### config.mk
export PLATFORM = sky130hd
export DESIGN_NAME = alu8_core
export DESIGN_NICKNAME = d
export VERILOG_FILES = /design/src/rtl/alu8_pkg.sv /design/src/rtl/alu8_addsub.sv /design/src/rtl/alu8_shift.sv /design/src/rtl/alu8_logic.sv /design/src/rtl/alu8_status.sv /design/src/rtl/alu8_core.sv
export SDC_FILE = /design/constraint.sdc
export NUM_CORES = 1
export LEC_CHECK = 0
export CORE_UTILIZATION = 60
export DETAILED_ROUTE_END_ITERATION = 12
export DONT_BUFFER_PORTS = 1
export PLACE_DENSITY_LB_ADDON = 0.2
export SYNTH_ARGS = -nofsm -noshare
export SYNTH_HDL_FRONTEND = slang
export SYNTH_SLANG_ARGS = --single-unit
export TNS_END_PERCENT = 20
### constraint.sdc
create_clock -name clk -period 8.8 [get_ports clk]
set_clock_uncertainty 0.05 [all_clocks]
set_input_delay 1.32 -clock clk [delete_from_list [all_inputs] [get_ports clk]]
set_output_delay 1.32 -clock clk [all_outputs]
set_load 0.05 [all_outputs]
### src/rtl/alu8_pkg.sv
package alu8_pkg;

    localparam int DW    = 8;
    localparam int OPW   = 5;
    localparam int NFLAG = 8;

    typedef enum logic [OPW-1:0] {
        OP_ADD  = 5'd0,
        OP_ADC  = 5'd1,
        OP_SUB  = 5'd2,
        OP_SBC  = 5'd3,
        OP_CMP  = 5'd4,
        OP_CPC  = 5'd5,
        OP_AND  = 5'd6,
        OP_OR   = 5'd7,
        OP_XOR  = 5'd8,
        OP_COM  = 5'd9,
        OP_NEG  = 5'd10,
        OP_INC  = 5'd11,
        OP_DEC  = 5'd12,
        OP_LSL  = 5'd13,
        OP_LSR  = 5'd14,
        OP_ROL  = 5'd15,
        OP_ROR  = 5'd16,
        OP_ASR  = 5'd17,
        OP_SWAP = 5'd18,
        OP_BST  = 5'd19,
        OP_BLD  = 5'd20,
        OP_FSET = 5'd21,
        OP_FCLR = 5'd22
    } alu_op_e;

    // status bit positions (the core's flag decode depends on them)
    localparam int F_C = 0;
    localparam int F_Z = 1;
    localparam int F_N = 2;
    localparam int F_V = 3;
    localparam int F_S = 4;
    localparam int F_H = 5;
    localparam int F_T = 6;
    localparam int F_I = 7;

    // update groups
    localparam logic [NFLAG-1:0] M_ARITH = 8'b0011_1111; // H S V N Z C
    localparam logic [NFLAG-1:0] M_ZNVC  = 8'b0001_1111; // S V N Z C
    localparam logic [NFLAG-1:0] M_ZNV   = 8'b0001_1110; // S V N Z

endpackage

### src/rtl/alu8_addsub.sv
module alu8_addsub #(
    parameter int W = 8
) (
    input  logic         sub,
    input  logic [W-1:0] x,
    input  logic [W-1:0] y,
    input  logic         cin,
    output logic [W-1:0] r,
    output logic         c_out,
    output logic         h_out,
    output logic         v_out
);
    localparam int HB = W/2 - 1;

    logic [W-1:0]  y_eff;
    logic          c_eff;
    logic [W:0]    full;
    logic [HB+1:0] low;

    // subtraction as x + ~y + ~cin; borrow is the inverted carry
    always_comb begin
        y_eff = sub ? ~y : y;
        c_eff = sub ? ~cin : cin;
        full  = {1'b0, x} + {1'b0, y_eff} + {{W{1'b0}}, c_eff};
        low   = {1'b0, x[HB:0]} + {1'b0, y_eff[HB:0]} + {{(HB+1){1'b0}}, c_eff};
        r     = full[W-1:0];
        c_out = sub ? ~full[W] : full[W];
        h_out = sub ? ~low[HB+1] : low[HB+1];
        v_out = (x[W-1] == y_eff[W-1]) && (full[W-1] != x[W-1]);
    end

endmodule

### src/rtl/alu8_shift.sv
module alu8_shift
    import alu8_pkg::*;
#(
    parameter int W = 8
) (
    input  alu_op_e      op,
    input  logic [W-1:0] a,
    input  logic         cin,
    output logic [W-1:0] r,
    output logic         c_out
);
    always_comb begin
        r     = a;
        c_out = cin;
        case (op)
            OP_LSL: begin r = {a[W-2:0], 1'b0};    c_out = a[W-1]; end
            OP_LSR: begin r = {1'b0, a[W-1:1]};    c_out = a[0];   end
            OP_ROL: begin r = {a[W-2:0], cin};     c_out = a[W-1]; end
            OP_ROR: begin r = {cin, a[W-1:1]};     c_out = a[0];   end
            OP_ASR: begin r = {a[W-1], a[W-1:1]};  c_out = a[0];   end
            default: ;
        endcase
    end

endmodule

### src/rtl/alu8_logic.sv
module alu8_logic
    import alu8_pkg::*;
#(
    parameter int W    = 8,
    parameter int SELW = 3
) (
    input  alu_op_e         op,
    input  logic [W-1:0]    a,
    input  logic [W-1:0]    b,
    input  logic [SELW-1:0] sel,
    input  logic            t_in,
    output logic [W-1:0]    r,
    output logic            v_out
);
    localparam int             HALF     = W/2;
    localparam logic [W-1:0]   SIGN_MIN = {1'b1, {(W-1){1'b0}}};
    localparam logic [W-1:0]   POS_MAX  = ~SIGN_MIN;
    localparam logic [W-1:0]   ONE      = {{(W-1){1'b0}}, 1'b1};

    always_comb begin
        r     = a;
        v_out = 1'b0;
        case (op)
            OP_AND:  r = a & b;
            OP_OR:   r = a | b;
            OP_XOR:  r = a ^ b;
            OP_INC:  begin r = a + ONE; v_out = (a == POS_MAX);  end
            OP_DEC:  begin r = a - ONE; v_out = (a == SIGN_MIN); end
            OP_SWAP: r = {a[HALF-1:0], a[W-1:HALF]};
            OP_BLD:  r[sel] = t_in;
            default: ;
        endcase
    end

endmodule

### src/rtl/alu8_status.sv
module alu8_status
    import alu8_pkg::*;
(
    input  logic             clk,
    input  logic             rst_n,
    input  logic             load,
    input  logic [NFLAG-1:0] upd_mask,
    input  logic [NFLAG-1:0] upd_val,
    output logic [NFLAG-1:0] sreg_q,
    output logic [NFLAG-1:0] sreg_next
);
    genvar gi;
    generate
        for (gi = 0; gi < NFLAG; gi++) begin : g_flag
            assign sreg_next[gi] = upd_mask[gi] ? upd_val[gi] : sreg_q[gi];

            AST_KEEP_UNNAMED: assert property (@(posedge clk) disable iff (!rst_n)
                load && !upd_mask[gi] |=> sreg_q[gi] == $past(sreg_q[gi]));
        end
    endgenerate

    always_ff @(posedge clk or negedge rst_n) begin
        if (!rst_n)
            sreg_q <= '0;
        else if (load)
            sreg_q <= sreg_next;
    end

    AST_HOLD_IDLE: assert property (@(posedge clk) disable iff (!rst_n)
        !load |=> $stable(sreg_q));

endmodule

### src/rtl/alu8_core.sv
module alu8_core
    import alu8_pkg::*;
#(
    parameter int WIDTH = DW,
    localparam int SELW = $clog2(WIDTH)
) (
    input  logic             clk,
    input  logic             rst_n,
    input  logic             op_valid,
    input  logic [OPW-1:0]   op_sel,
    input  logic [WIDTH-1:0] opa,
    input  logic [WIDTH-1:0] opb,
    input  logic [SELW-1:0]  bit_sel,
    output logic [WIDTH-1:0] result,
    output logic             result_we,
    output logic [NFLAG-1:0] sreg_q,
    output logic [NFLAG-1:0] sreg_next
);
    alu_op_e          op;
    logic             c_now;
    logic             t_now;

    logic             as_sub;
    logic [WIDTH-1:0] as_x;
    logic [WIDTH-1:0] as_y;
    logic             as_cin;
    logic [WIDTH-1:0] as_r;
    logic             as_c;
    logic             as_h;
    logic             as_v;

    logic [WIDTH-1:0] sh_r;
    logic             sh_c;
    logic [WIDTH-1:0] lg_r;
    logic             lg_v;

    logic [WIDTH-1:0] res;
    logic             wr;
    logic [NFLAG-1:0] mask;
    logic [NFLAG-1:0] val;
    logic             fc;
    logic             fh;
    logic             fv;
    logic             tbit;
    logic             flag_op;

    assign op    = alu_op_e'(op_sel);
    assign c_now = sreg_q[F_C];
    assign t_now = sreg_q[F_T];

    // adder/subtractor operand routing
    always_comb begin
        as_sub = 1'b1;
        as_x   = opa;
        as_y   = opb;
        as_cin = 1'b0;
        case (op)
            OP_ADD:         as_sub = 1'b0;
            OP_ADC: begin   as_sub = 1'b0; as_cin = c_now; end
            OP_SBC, OP_CPC: as_cin = c_now;
            OP_NEG: begin   as_x = '0; as_y = opa; end
            default: ;
        endcase
    end

    alu8_addsub #(.W(WIDTH)) u_addsub (
        .sub   (as_sub),
        .x     (as_x),
        .y     (as_y),
        .cin   (as_cin),
        .r     (as_r),
        .c_out (as_c),
        .h_out (as_h),
        .v_out (as_v)
    );

    alu8_shift #(.W(WIDTH)) u_shift (
        .op    (op),
        .a     (opa),
        .cin   (c_now),
        .r     (sh_r),
        .c_out (sh_c)
    );

    alu8_logic #(.W(WIDTH), .SELW(SELW)) u_logic (
        .op    (op),
        .a     (opa),
        .b     (opb),
        .sel   (bit_sel),
        .t_in  (t_now),
        .r     (lg_r),
        .v_out (lg_v)
    );

    // result selection and flag group decode
    always_comb begin
        res     = opa;
        wr      = 1'b0;
        mask    = '0;
        fc      = 1'b0;
        fh      = 1'b0;
        fv      = 1'b0;
        tbit    = t_now;
        flag_op = 1'b0;
        case (op)
            OP_ADD, OP_ADC, OP_SUB, OP_SBC, OP_NEG: begin
                res = as_r; wr = 1'b1; mask = M_ARITH;
                fc = as_c; fh = as_h; fv = as_v;
            end
            OP_CMP, OP_CPC: begin
                res = as_r; mask = M_ARITH;
                fc = as_c; fh = as_h; fv = as_v;
            end
            OP_AND, OP_OR, OP_XOR, OP_INC, OP_DEC: begin
                res = lg_r; wr = 1'b1; mask = M_ZNV; fv = lg_v;
            end
            OP_COM: begin
                res = ~opa; wr = 1'b1; mask = M_ZNVC; fc = 1'b1;
            end
            OP_LSL, OP_LSR, OP_ROL, OP_ROR, OP_ASR: begin
                res = sh_r; wr = 1'b1; mask = M_ZNVC;
                fc = sh_c; fv = sh_r[WIDTH-1] ^ sh_c;
            end
            OP_SWAP, OP_BLD: begin
                res = lg_r; wr = 1'b1;
            end
            OP_BST: begin
                mask = NFLAG'(1) << F_T; tbit = opa[bit_sel];
            end
            OP_FSET, OP_FCLR: begin
                mask = NFLAG'(1) << bit_sel; flag_op = 1'b1;
            end
            default: ;
        endcase
    end

    always_comb begin
        val      = '0;
        val[F_C] = fc;
        val[F_Z] = (res == '0);
        val[F_N] = res[WIDTH-1];
        val[F_V] = fv;
        val[F_S] = res[WIDTH-1] ^ fv;
        val[F_H] = fh;
        val[F_T] = tbit;
        if (flag_op)
            val = {NFLAG{op == OP_FSET}};
    end

    alu8_status u_status (
        .clk       (clk),
        .rst_n     (rst_n),
        .load      (op_valid),
        .upd_mask  (mask),
        .upd_val   (val),
        .sreg_q    (sreg_q),
        .sreg_next (sreg_next)
    );

    assign result    = res;
    assign result_we = op_valid & wr;

    AST_SIGN_IS_N_XOR_V: assert property (@(posedge clk) disable iff (!rst_n)
        op_valid && (op_sel <= 5'd17) |=> sreg_q[F_S] == (sreg_q[F_N] ^ sreg_q[F_V]));

    AST_ZERO_TRACKS_RESULT: assert property (@(posedge clk) disable iff (!rst_n)
        op_valid && (op_sel <= 5'd17) |=> sreg_q[F_Z] == ($past(result) == '0));

    AST_LOGIC_KEEPS_CH: assert property (@(posedge clk) disable iff (!rst_n)
        op_valid && (op_sel >= 5'd6) && (op_sel <= 5'd8)
        |=> sreg_q[F_C] == $past(sreg_q[F_C]) && sreg_q[F_H] == $past(sreg_q[F_H]));

    AST_SWAP_NO_FLAGS: assert property (@(posedge clk) disable iff (!rst_n)
        op_valid && (op_sel == 5'd18) |=> sreg_q == $past(sreg_q));

    AST_UNUSED_NO_EFFECT: assert property (@(posedge clk) disable iff (!rst_n)
        op_valid && (op_sel > 5'd22) |=> sreg_q == $past(sreg_q));

    AST_COMPARE_NO_WRITE: assert property (@(posedge clk) disable iff (!rst_n)
        (op_sel == 5'd4) || (op_sel == 5'd5) |-> !result_we);

endmodule

Yosys cells after proc, flatten, opt, wreduce, memory -nomap -nowiden

Index checks and enable logic that the tools add are counted.

Add/subtract/negate cells: 6
Magnitude comparators: 2
Equal/unequal tests: 26
Shifts and indexed selects: 1
Muxes and demuxes: 33
Bitwise logic cells: 11
Reduce and logical (&&, ||, !) cells: 15

Operator list:

| kind                | count |
|---|---|
| $pmux 8 s5          | 2 |
| $pmux 8 s7          | 1 |
| $eq 5x4->1 const B  | 8 |
| $eq 5x5->1 const B  | 7 |
| $mux 8              | 4 |
| $pmux 8 s4          | 1 |
| $eq 5x3->1 const B  | 4 |
| $mux 1              | 18 |
| $reduce_or 18->1    | 1 |
| $not 8->8           | 2 |
| $reduce_or 7->1     | 2 |
| $eq 5x2->1 const B  | 2 |
| $reduce_or 5->1     | 2 |
| $add 8x8->9         | 1 |
| $add 9x1->9         | 1 |
| $add 8x1->8 const B | 1 |
| $and 8x8->8         | 1 |
| $bwmux 8            | 1 |
| $eq 8x7->1 const B  | 1 |
| $eq 8x8->1 const B  | 1 |
| $logic_not 8->1     | 1 |
| $or 8x8->8          | 1 |
| $shl 1x3->8 const A | 1 |
| $sub 8x1->8 const B | 1 |
| 20 further kinds    | 29 |

Bits in registers: 8
Input port bits: 27
Output and inout port bits: 25
Logic and storage cells: 95

Depth between registers and ports, before layout

Gate-level depths: netlist of the first run.

Depth in word-level cells: 12
Mapped depth: 17
Gate-level depth less buffers: 15

Modules after synthesis

Synthesis of the first run repeated with hierarchy kept, for this count alone.

Cells, all modules: 477
Area total of the unflattened synthesis: 3737.3 um^2

By module, submodules not included:

| module      | instances | cells an instance | area an instance (um^2) | seq. area each (um^2) |
|---|---|---|---|---|
| alu8_core   | 1         | 193               | 1340.0                  | 0.0 |
| alu8_logic  | 1         | 172               | 1281.2                  | 0.0 |
| alu8_status | 1         | 33                | 451.7                   | 200.2 |
| alu8_addsub | 1         | 50                | 424.2                   | 0.0 |
| alu8_shift  | 1         | 29                | 240.2                   | 0.0 |

Least setup slack after synthesis of the first run

No wires, ideal clock.

Kind: input -> output
Start point: input port op_sel[2]
End point: output port sreg_next[1]
Data arrival time: 5.649 ns
Data required time: 7.430 ns
Setup slack: 1.781 ns
Cell stages on the path: 17
Buffers on the path: 3
Cell sequence: buf_2 -> nor3b_2 -> buf_2 -> nand2_1 -> clkbuf_1 -> a21oi_1 -> xor2_1 -> fa_1 -> fa_1 -> a211oi_1 -> nor2_1 -> xor2_1 -> a221oi_1 -> o211ai_1 -> nor2_1 -> a31oi_1 -> nor2_1

Word-level cells in the longest chain between the ends: 10
Elaborated cells between the ends (all ways): 48
Classes of those cells: add/sub: 2; eq/ne: 22; mux: 12; bitwise: 2; reduce/logical: 10

RTL lines:

| element                                   | line                                 | RTL |
|---|---|---|
| from (decl)                               | alu8_core.sv:10                      | `input logic [OPW-1:0] op_sel,` |
| $eq 5x4->1, or another cell as far along  | alu8_core.sv:57, alu8_core.sv:105    |  |
| $mux 8 or $reduce_or 3->1 (tied branches) | n/a                                  |  |
| $not 8->8 or $mux 1 (tied branches)       | alu8_addsub.sv:22, alu8_core.sv:57   |  |
| $mux 8 or $not 1->1 (tied branches)       | alu8_addsub.sv:22, alu8_addsub.sv:23 |  |
| $add 8x8->9 or $mux 1 (tied branches)     | alu8_addsub.sv:24, alu8_addsub.sv:23 |  |
| $add 9x1->9                               | alu8_addsub.sv:24                    | `full = {1'b0, x} + {1'b0, y_eff} + {{W{1'b0}}, c_eff};` |
| $pmux 8 s4 *                              | alu8_core.sv:105                     | `case (op)` |
| named net result[4]                       | alu8_core.sv:14                      | `output logic [WIDTH-1:0] result,` |
| $logic_not 8->1 *                         | alu8_core.sv:140                     | `val[F_Z] = (res == '0);` |
| $mux 8 *                                  | alu8_core.sv:146                     | `if (flag_op)` |
| $mux 1 *                                  | alu8_status.sv:15                    | `assign sreg_next[gi] = upd_mask[gi] ? upd_val[gi] : sreg_q[gi];` |
| to (decl)                                 | alu8_core.sv:17                      | `output logic [NFLAG-1:0] sreg_next` |

Mark *: on every way through the listed nets, which the timed path passes. The rest lies on a longest branch.

Worst setup path after layout of the first run

Ends and elaborated chain as after synthesis.

==> flow_metrics.env, run 1 <==
export IMPL_p_int_w=0.0001489
export IMPL_die_w_um=73.26
export IMPL_cap_violations=0
export IMPL_stdcell_area_um2=3063
export IMPL_core_area_um2=4817
export IMPL_grt_max_degree=36
export IMPL_synthDistinctLibCells=72
export IMPL_finalWirelength_um=10010
export IMPL_max_freq_mhz=136.8
export IMPL_slew_headroom_pct=19.40
export IMPL_path_max_fanout=35
export IMPL_fin_crit_sh_pct=83.04
export IMPL_syn_to_final_growth_pct=0.5340
export IMPL_hpwl_um=7487
export IMPL_overflow=0
export IMPL_r2r_end="u_status.sreg_q[1]"
export IMPL_synthTopCellsByCount="42 x a21oi_1, 40 x nor2_1, 32 x nand2_1"
export IMPL_ant_nets=0
export IMPL_drv_slew=0
export IMPL_path_common_cell="nor2_1"
export IMPL_grt_pass1_wl_um=15590
export IMPL_place_area_um2=3022
export IMPL_vias_per_cell=7.094
export IMPL_cts_clk_slew_worst_paths_ns=0.04
export IMPL_postCtsSetupBuffers=0
export IMPL_synthCells=421
export IMPL_crit_slowest_cell="nor3b_2"
export IMPL_top_register="u_status.sreg_q"
export IMPL_switching_share_pct=58.12
export IMPL_cts_resized=0
export IMPL_clock_latency_ns=0.22
export IMPL_largest_register_ffs=8
export IMPL_async_flop_share_pct=100.0
export IMPL_r2r_start="u_status.sreg_q[0]"
export IMPL_io_buffers=0
export IMPL_synth_most_common_cell="a21oi_1"
export IMPL_cts_buffer_depth=2
export IMPL_fill_cells=465
export IMPL_yosysSeqAreaShare_pct=6.571
export IMPL_synth_net_count=480
export IMPL_largest_registers="u_status.sreg_q (8)"
export IMPL_layout_drive_gt1_share_pct=11.03
export IMPL_cts_tree="done"
export IMPL_cts_htree_levels=1
export IMPL_drc=0
export IMPL_post_drt_wl_per_cell_um=21.49
export IMPL_start_kind="input pin"
export IMPL_multi_input_area_um2=2599
export IMPL_yosysWarnings=0
export IMPL_grt_pass1_vias=3025
export IMPL_synth_top_cell_area_share_pct=11.91
export IMPL_end_kind="primary output"
export IMPL_p_clk_share_pct=12.1
export IMPL_fin_nets=460
export IMPL_power_switching_w=0.0002066
export IMPL_grt_antenna_before_repair=0
export IMPL_worst_slew_pin_slew_ns=1.209
export IMPL_comb_power_share_pct=61.4
export IMPL_first_pass_iters=7
export IMPL_total_power_w=0.0003554
export IMPL_critPathKind="input pin to primary output"
export IMPL_crit_path_start="op_sel[2]"
export IMPL_numCtsBuffers=3
export IMPL_ff_latch_area_um2=200.2
export IMPL_routabilityCongestion=1.042
export IMPL_hold_viol=0
export IMPL_cts_root_buf="clkbuf_8"
export IMPL_insertedDiodeCount=0
export IMPL_leakage_nw=1.228
export IMPL_ir_drop_mv=0.07468
export IMPL_critPathArrivalTime_ns=5.94
export IMPL_hold_class="input pin to async pin"
export IMPL_num_vias=3306
export IMPL_track_usage_pct=38.16
export IMPL_setup_violations=0
export IMPL_synth_edf_count=0
export IMPL_clock_sinks=8
export IMPL_synth_area_leader_cell="ha_1"
export IMPL_rsz0062_at_grt="false"
export IMPL_dieArea_um2=5367
export IMPL_start_util_pct=63.25
export IMPL_synth_seq_cells=8
export IMPL_io_pins=52
export IMPL_rows=25
export IMPL_max_stage_delay_ns=0.62
export IMPL_r2r_slack_ns=4.43
export IMPL_drtIter0Drc=392
export IMPL_ys_flop_type="dfrtp_1"
export IMPL_crit_required_ns=7.43
export IMPL_power_per_cell_area_nw_per_um2=116.0
export IMPL_synth_area_per_cell_um2=7.237
export IMPL_p_seq_share_pct=26.5
export IMPL_synth_area_um2=3047
export IMPL_path_cells="nor3b_2 -> nand2_1 -> nor2_1 -> a21oi_1 -> xor2_1 -> fa_1 -> fa_1 -> a211oi_1 -> nor2_1 -> xor2_1 -> a221oi_1 -> o211ai_1 -> nor2_1 -> a31oi_1 -> nor2_1 -> buf_4"
export IMPL_endpoint="sreg_next[1]"
export IMPL_status="finished, final reports clean"
export IMPL_synth_area_leaders="ha_1 12%, a21oi_1 6.9%, dfrtp_1 6.6%, nor2_1 4.9%, nand2_1 3.9%"
export IMPL_rr_worst_depth=13
export IMPL_die_h_um=73.26
export IMPL_tns_ns=0
export IMPL_finalCriticalPeriod_ns=7.308
export IMPL_ctsHoldBuffers=0
[routing by layer]
layer	track usage (%)	share of wire [%]
met1	51.21	40
met2	59.47	46
met4	18.52	4.2
met5	0	0
met3	5.898	9.2
[kinds of logic (layout without fill, tap and decap cells)]
logic type | after synthesis | in the layout | synth area share, %
DFF | 8 | 8 | 6.571
and+or+nand+nor | 144 | 144 | 24.68
buffers and inverters | 54 | 32 | 8.500
AOI/OAI and AO/OA | 146 | 146 | 34.13
muxes | 12 | 12 | 4.969
xor gates and xnor gates | 24 | 24 | 6.899
adders and majority gates | 33 | 33 | 14.25
[layout make-up]
type	count	area share, %
inverter	21	2.574
sequential	8	6.536
clock buffer	3	1.348
tap	67	2.737
timing repair buffer	8	1.961
multi-input combinational	359	84.84
[how the worst min path moves through the flow]
stage | from | end | slack [ns] | cells past startpoint
after global placement | u_status.sreg_q[1] | u_status.sreg_q[1] | 0.79 | 2
after detailed placement | u_status.sreg_q[1] | u_status.sreg_q[1] | 0.79 | 2
after floorplan | u_status.sreg_q[0] | u_status.sreg_q[0] | 0.52 | 2
final | rst_n | u_status.sreg_q[7] | 0.74 | 0
after global routing | rst_n | u_status.sreg_q[7] | 0.73 | 0
after CTS | rst_n | u_status.sreg_q[5] | 0.74 | 0
[stage by stage]
step	setup WS (ns)	cells	hold slack [ns]	util [%]
floorplan	1.781	421	0.5202	-
global placement	1.742	463	0.7920	62.73
detailed placement	1.589	463	0.7912	62.73
CTS	1.578	466	0.7398	63.58
global route	1.244	466	0.7332	63.58
finish	1.492	466	0.7391	63.58
[placed cells by master (no fill, tap or decap), types with 4 or more instances in the layout]
cell       n
a21oi_1   42
nor2_1    40
nand2_1   32
ha_1      29
o21ai_0   22
nand3_1   20
inv_1     19
xor2_1    13
xnor2_1   11
a31oi_1    9
buf_4      8
dfrtp_1    8
o211ai_1   7
o22ai_1    7
nor3b_1    6
nor3_1     6
nand2b_1   5
a221o_1    5
mux2i_1    5
o221ai_1   5
mux2_2     5
and3b_1    4
or2_2      4
a21o_1     4
[power groups by stage]
stage / clock network (W) / logic [W] / registers, W
finish: 0.0000430 / 0.000218 / 0.0000941
global route: 0.0000458 / 0.000233 / 0.0000953
CTS: 0.0000432 / 0.000215 / 0.0000929
detailed placement: 0 / 0.000214 / 0.0000934
global placement: 0 / 0.000211 / 0.0000931
floorplan: 0 / 0.000210 / 0.0000744
[worst max-delay path: cells and delay by family]
family | cells | cell delay, ns
adders and majority gates | 2 | 0.87
xor gates and xnor gates | 2 | 0.33
and+or+nand+nor | 6 | 1.81
buffers and inverters | 1 | 0.20
AOI/OAI and AO/OA | 5 | 1.40
No activity file was read; power rests on OpenSTA's default activity.
==> inputs of run 2 (changes only) <==
==> constraint.sdc (replaced) <==
create_clock -name clk -period 6.7 [get_ports clk]
set_clock_uncertainty 0.05 [all_clocks]
set_input_delay 1.005 -clock clk [delete_from_list [all_inputs] [get_ports clk]]
set_output_delay 1.005 -clock clk [all_outputs]
set_load 0.05 [all_outputs]
==> run 2 against run 1 <==
Critical endpoint unchanged. Combinational power increased by 38%. Sequential power grew 31%. Largest cell class unchanged. Design area grew 2.2%. Via count rose by 1.2%. First-iteration DRC count up 5.4%. Sequential share of layout area fell by 0.14 points. Core utilization increased by 1.4 points. Critical path type unchanged.
==> flow_metrics.env, run 2 (same netlist as run 1, synthesis figures left out) <==
export IMPL_status="finished, final reports clean"
export IMPL_cts_resized=0
export IMPL_grt_pass1_vias=3102
export IMPL_cts_clk_slew_worst_paths_ns=0.05
export IMPL_clock_sinks=8
export IMPL_met3_usage_pct=7.133
export IMPL_largest_register_ffs=8
export IMPL_leakage_nw=1.272
export IMPL_ff_latch_area_um2=200.2
export IMPL_crit_required_ns=5.64
export IMPL_worst_slew_pin_slew_ns=1.016
export IMPL_numCtsBuffers=3
export IMPL_comb_power_share_pct=62.4
export IMPL_cts_htree_levels=1
export IMPL_p_int_w=0.0002082
export IMPL_setup_violations=0
export IMPL_max_freq_mhz=174.1
export IMPL_track_usage_pct=37.89
export IMPL_end_kind="primary output"
export IMPL_drv_slew=0
export IMPL_r2r_start="u_status.sreg_q[0]"
export IMPL_fill_cells=470
export IMPL_hold_viol=0
export IMPL_cap_violations=0
export IMPL_drtIter0Drc=413
export IMPL_p_seq_share_pct=25.5
export IMPL_fin_nets=469
export IMPL_grt_antenna_before_repair=0
export IMPL_finalCriticalPeriod_ns=5.745
export IMPL_post_drt_wl_per_cell_um=21.03
export IMPL_ctsHoldBuffers=0
export IMPL_layout_drive_gt1_share_pct=12.99
export IMPL_postCtsSetupBuffers=0
export IMPL_total_power_w=0.0004823
export IMPL_die_w_um=73.26
export IMPL_vias_per_cell=7.044
export IMPL_ir_drop_mv=0.09477
export IMPL_start_kind="input pin"
export IMPL_rr_worst_depth=13
export IMPL_most_common_layout_cells="42 x a21oi_1, 40 x nor2_1, 32 x nand2_1"
export IMPL_first_pass_iters=5
export IMPL_r2r_end="u_status.sreg_q[1]"
export IMPL_syn_to_final_growth_pct=2.751
export IMPL_routabilityCongestion=1.025
export IMPL_io_pins=52
export IMPL_grt_use_met2_pct=63.68
export IMPL_cts_tree="done"
export IMPL_largest_registers="u_status.sreg_q (8)"
export IMPL_finalWirelength_um=9987
export IMPL_start_util_pct=63.25
export IMPL_final_cell_count_no_fill=475
export IMPL_drc=0
export IMPL_place_area_um2=3089
export IMPL_final_common_cell="a21oi_1"
export IMPL_critPathKind="input pin to primary output"
export IMPL_cts_root_buf="clkbuf_8"
export IMPL_rows=25
export IMPL_core_area_um2=4817
export IMPL_multi_input_area_um2=2599
export IMPL_insertedDiodeCount=0
export IMPL_grt_max_degree=36
export IMPL_hpwl_um=7647
export IMPL_num_vias=3346
export IMPL_io_buffers=0
export IMPL_ant_nets=0
export IMPL_grt_pass1_wl_um=15550
export IMPL_path_max_fanout=35
export IMPL_rsz0062_at_grt="false"
export IMPL_dp_cells=472
export IMPL_top_register="u_status.sreg_q"
export IMPL_dieArea_um2=5367
export IMPL_hold_class="input pin to async pin"
export IMPL_switching_share_pct=56.84
export IMPL_overflow=0
export IMPL_r2r_slack_ns=2.86
export IMPL_die_h_um=73.26
export IMPL_power_switching_w=0.0002741
export IMPL_tns_ns=0
export IMPL_p_clk_share_pct=12.1
export IMPL_use_met1_pct=46.07
export IMPL_slew_headroom_pct=31.87
export IMPL_cts_buffer_depth=2
export IMPL_grt_busiest_layer="met2"
export IMPL_power_per_cell_area_nw_per_um2=154.1
export IMPL_critPathArrivalTime_ns=4.69
export IMPL_clock_latency_ns=0.22
export IMPL_stdcell_area_um2=3131
export IMPL_fin_crit_sh_pct=85.75
[run 2: final cells by class]
cell class | count | area share, %
Multi-Input combinational cell | 359 | 83.01
Sequential cell | 8 | 6.395
Timing Repair Buffer | 17 | 4.077
Tap cell | 67 | 2.678
Inverter | 21 | 2.518
Clock buffer | 3 | 1.319
[run 2: how the worst max path moves through the flow]
| stage | start | to | slack, ns | depth (start not counted) |
|---|---|---|---|---|
| 6_report | op_sel[2] | sreg_next[1] | 0.96 | 17 |
| 2_1_floorplan | op_sel[2] | sreg_next[1] | 0.31 | 17 |
| 5_1_grt | op_sel[2] | sreg_next[1] | 0.71 | 17 |
| 3_3_place_gp | op_sel[2] | sreg_next[1] | 1.09 | 17 |
| 4_1_cts | op_sel[2] | sreg_next[1] | 1.01 | 17 |
| 3_5_place_dp | op_sel[2] | sreg_next[1] | 1.03 | 17 |
[run 2: layer usage]
metal / share of wire, % / wire length [um]
met1: 40 / 3991
met2: 47 / 4676
met3: 8.5 / 848
met4: 4.7 / 471
met5: 0 / 0
[run 2: critical path: stages]
cell      delay (ns)
nor3b_2         0.19
buf_4           0.21
nand2_1         0.27
nor2_1          0.17
a21oi_1         0.07
xor2_1          0.17
fa_1            0.43
a21o_1          0.21
a221o_1         0.33
o41ai_2         0.34
xor2_1          0.25
o221ai_2        0.12
buf_4           0.22
nor3_1          0.17
a31oi_1         0.18
nor2_1          0.13
buf_4           0.20
[run 2: through the flow]
stage | hold slack (ns) | util, % | setup slack (ns)
3_5_place_dp | 0.6595 | 64.13 | 1.027
3_3_place_gp | 0.6596 | 64.13 | 1.091
6_report | 0.4221 | 64.99 | 0.9551
5_1_grt | 0.4157 | 64.99 | 0.7111
4_1_cts | 0.4214 | 64.99 | 1.011
2_1_floorplan | 0.5202 | - | 0.3112
[run 2: power groups by stage]
stage | combinational [W] | clock [W] | sequential (W)
global placement | 0.000291 | 0 | 0.000123
floorplan | 0.000276 | 0 | 0.0000977
finish | 0.000301 | 0.0000583 | 0.000123
global route | 0.000321 | 0.0000613 | 0.000125
CTS | 0.000297 | 0.0000585 | 0.000122
detailed placement | 0.000296 | 0 | 0.000123
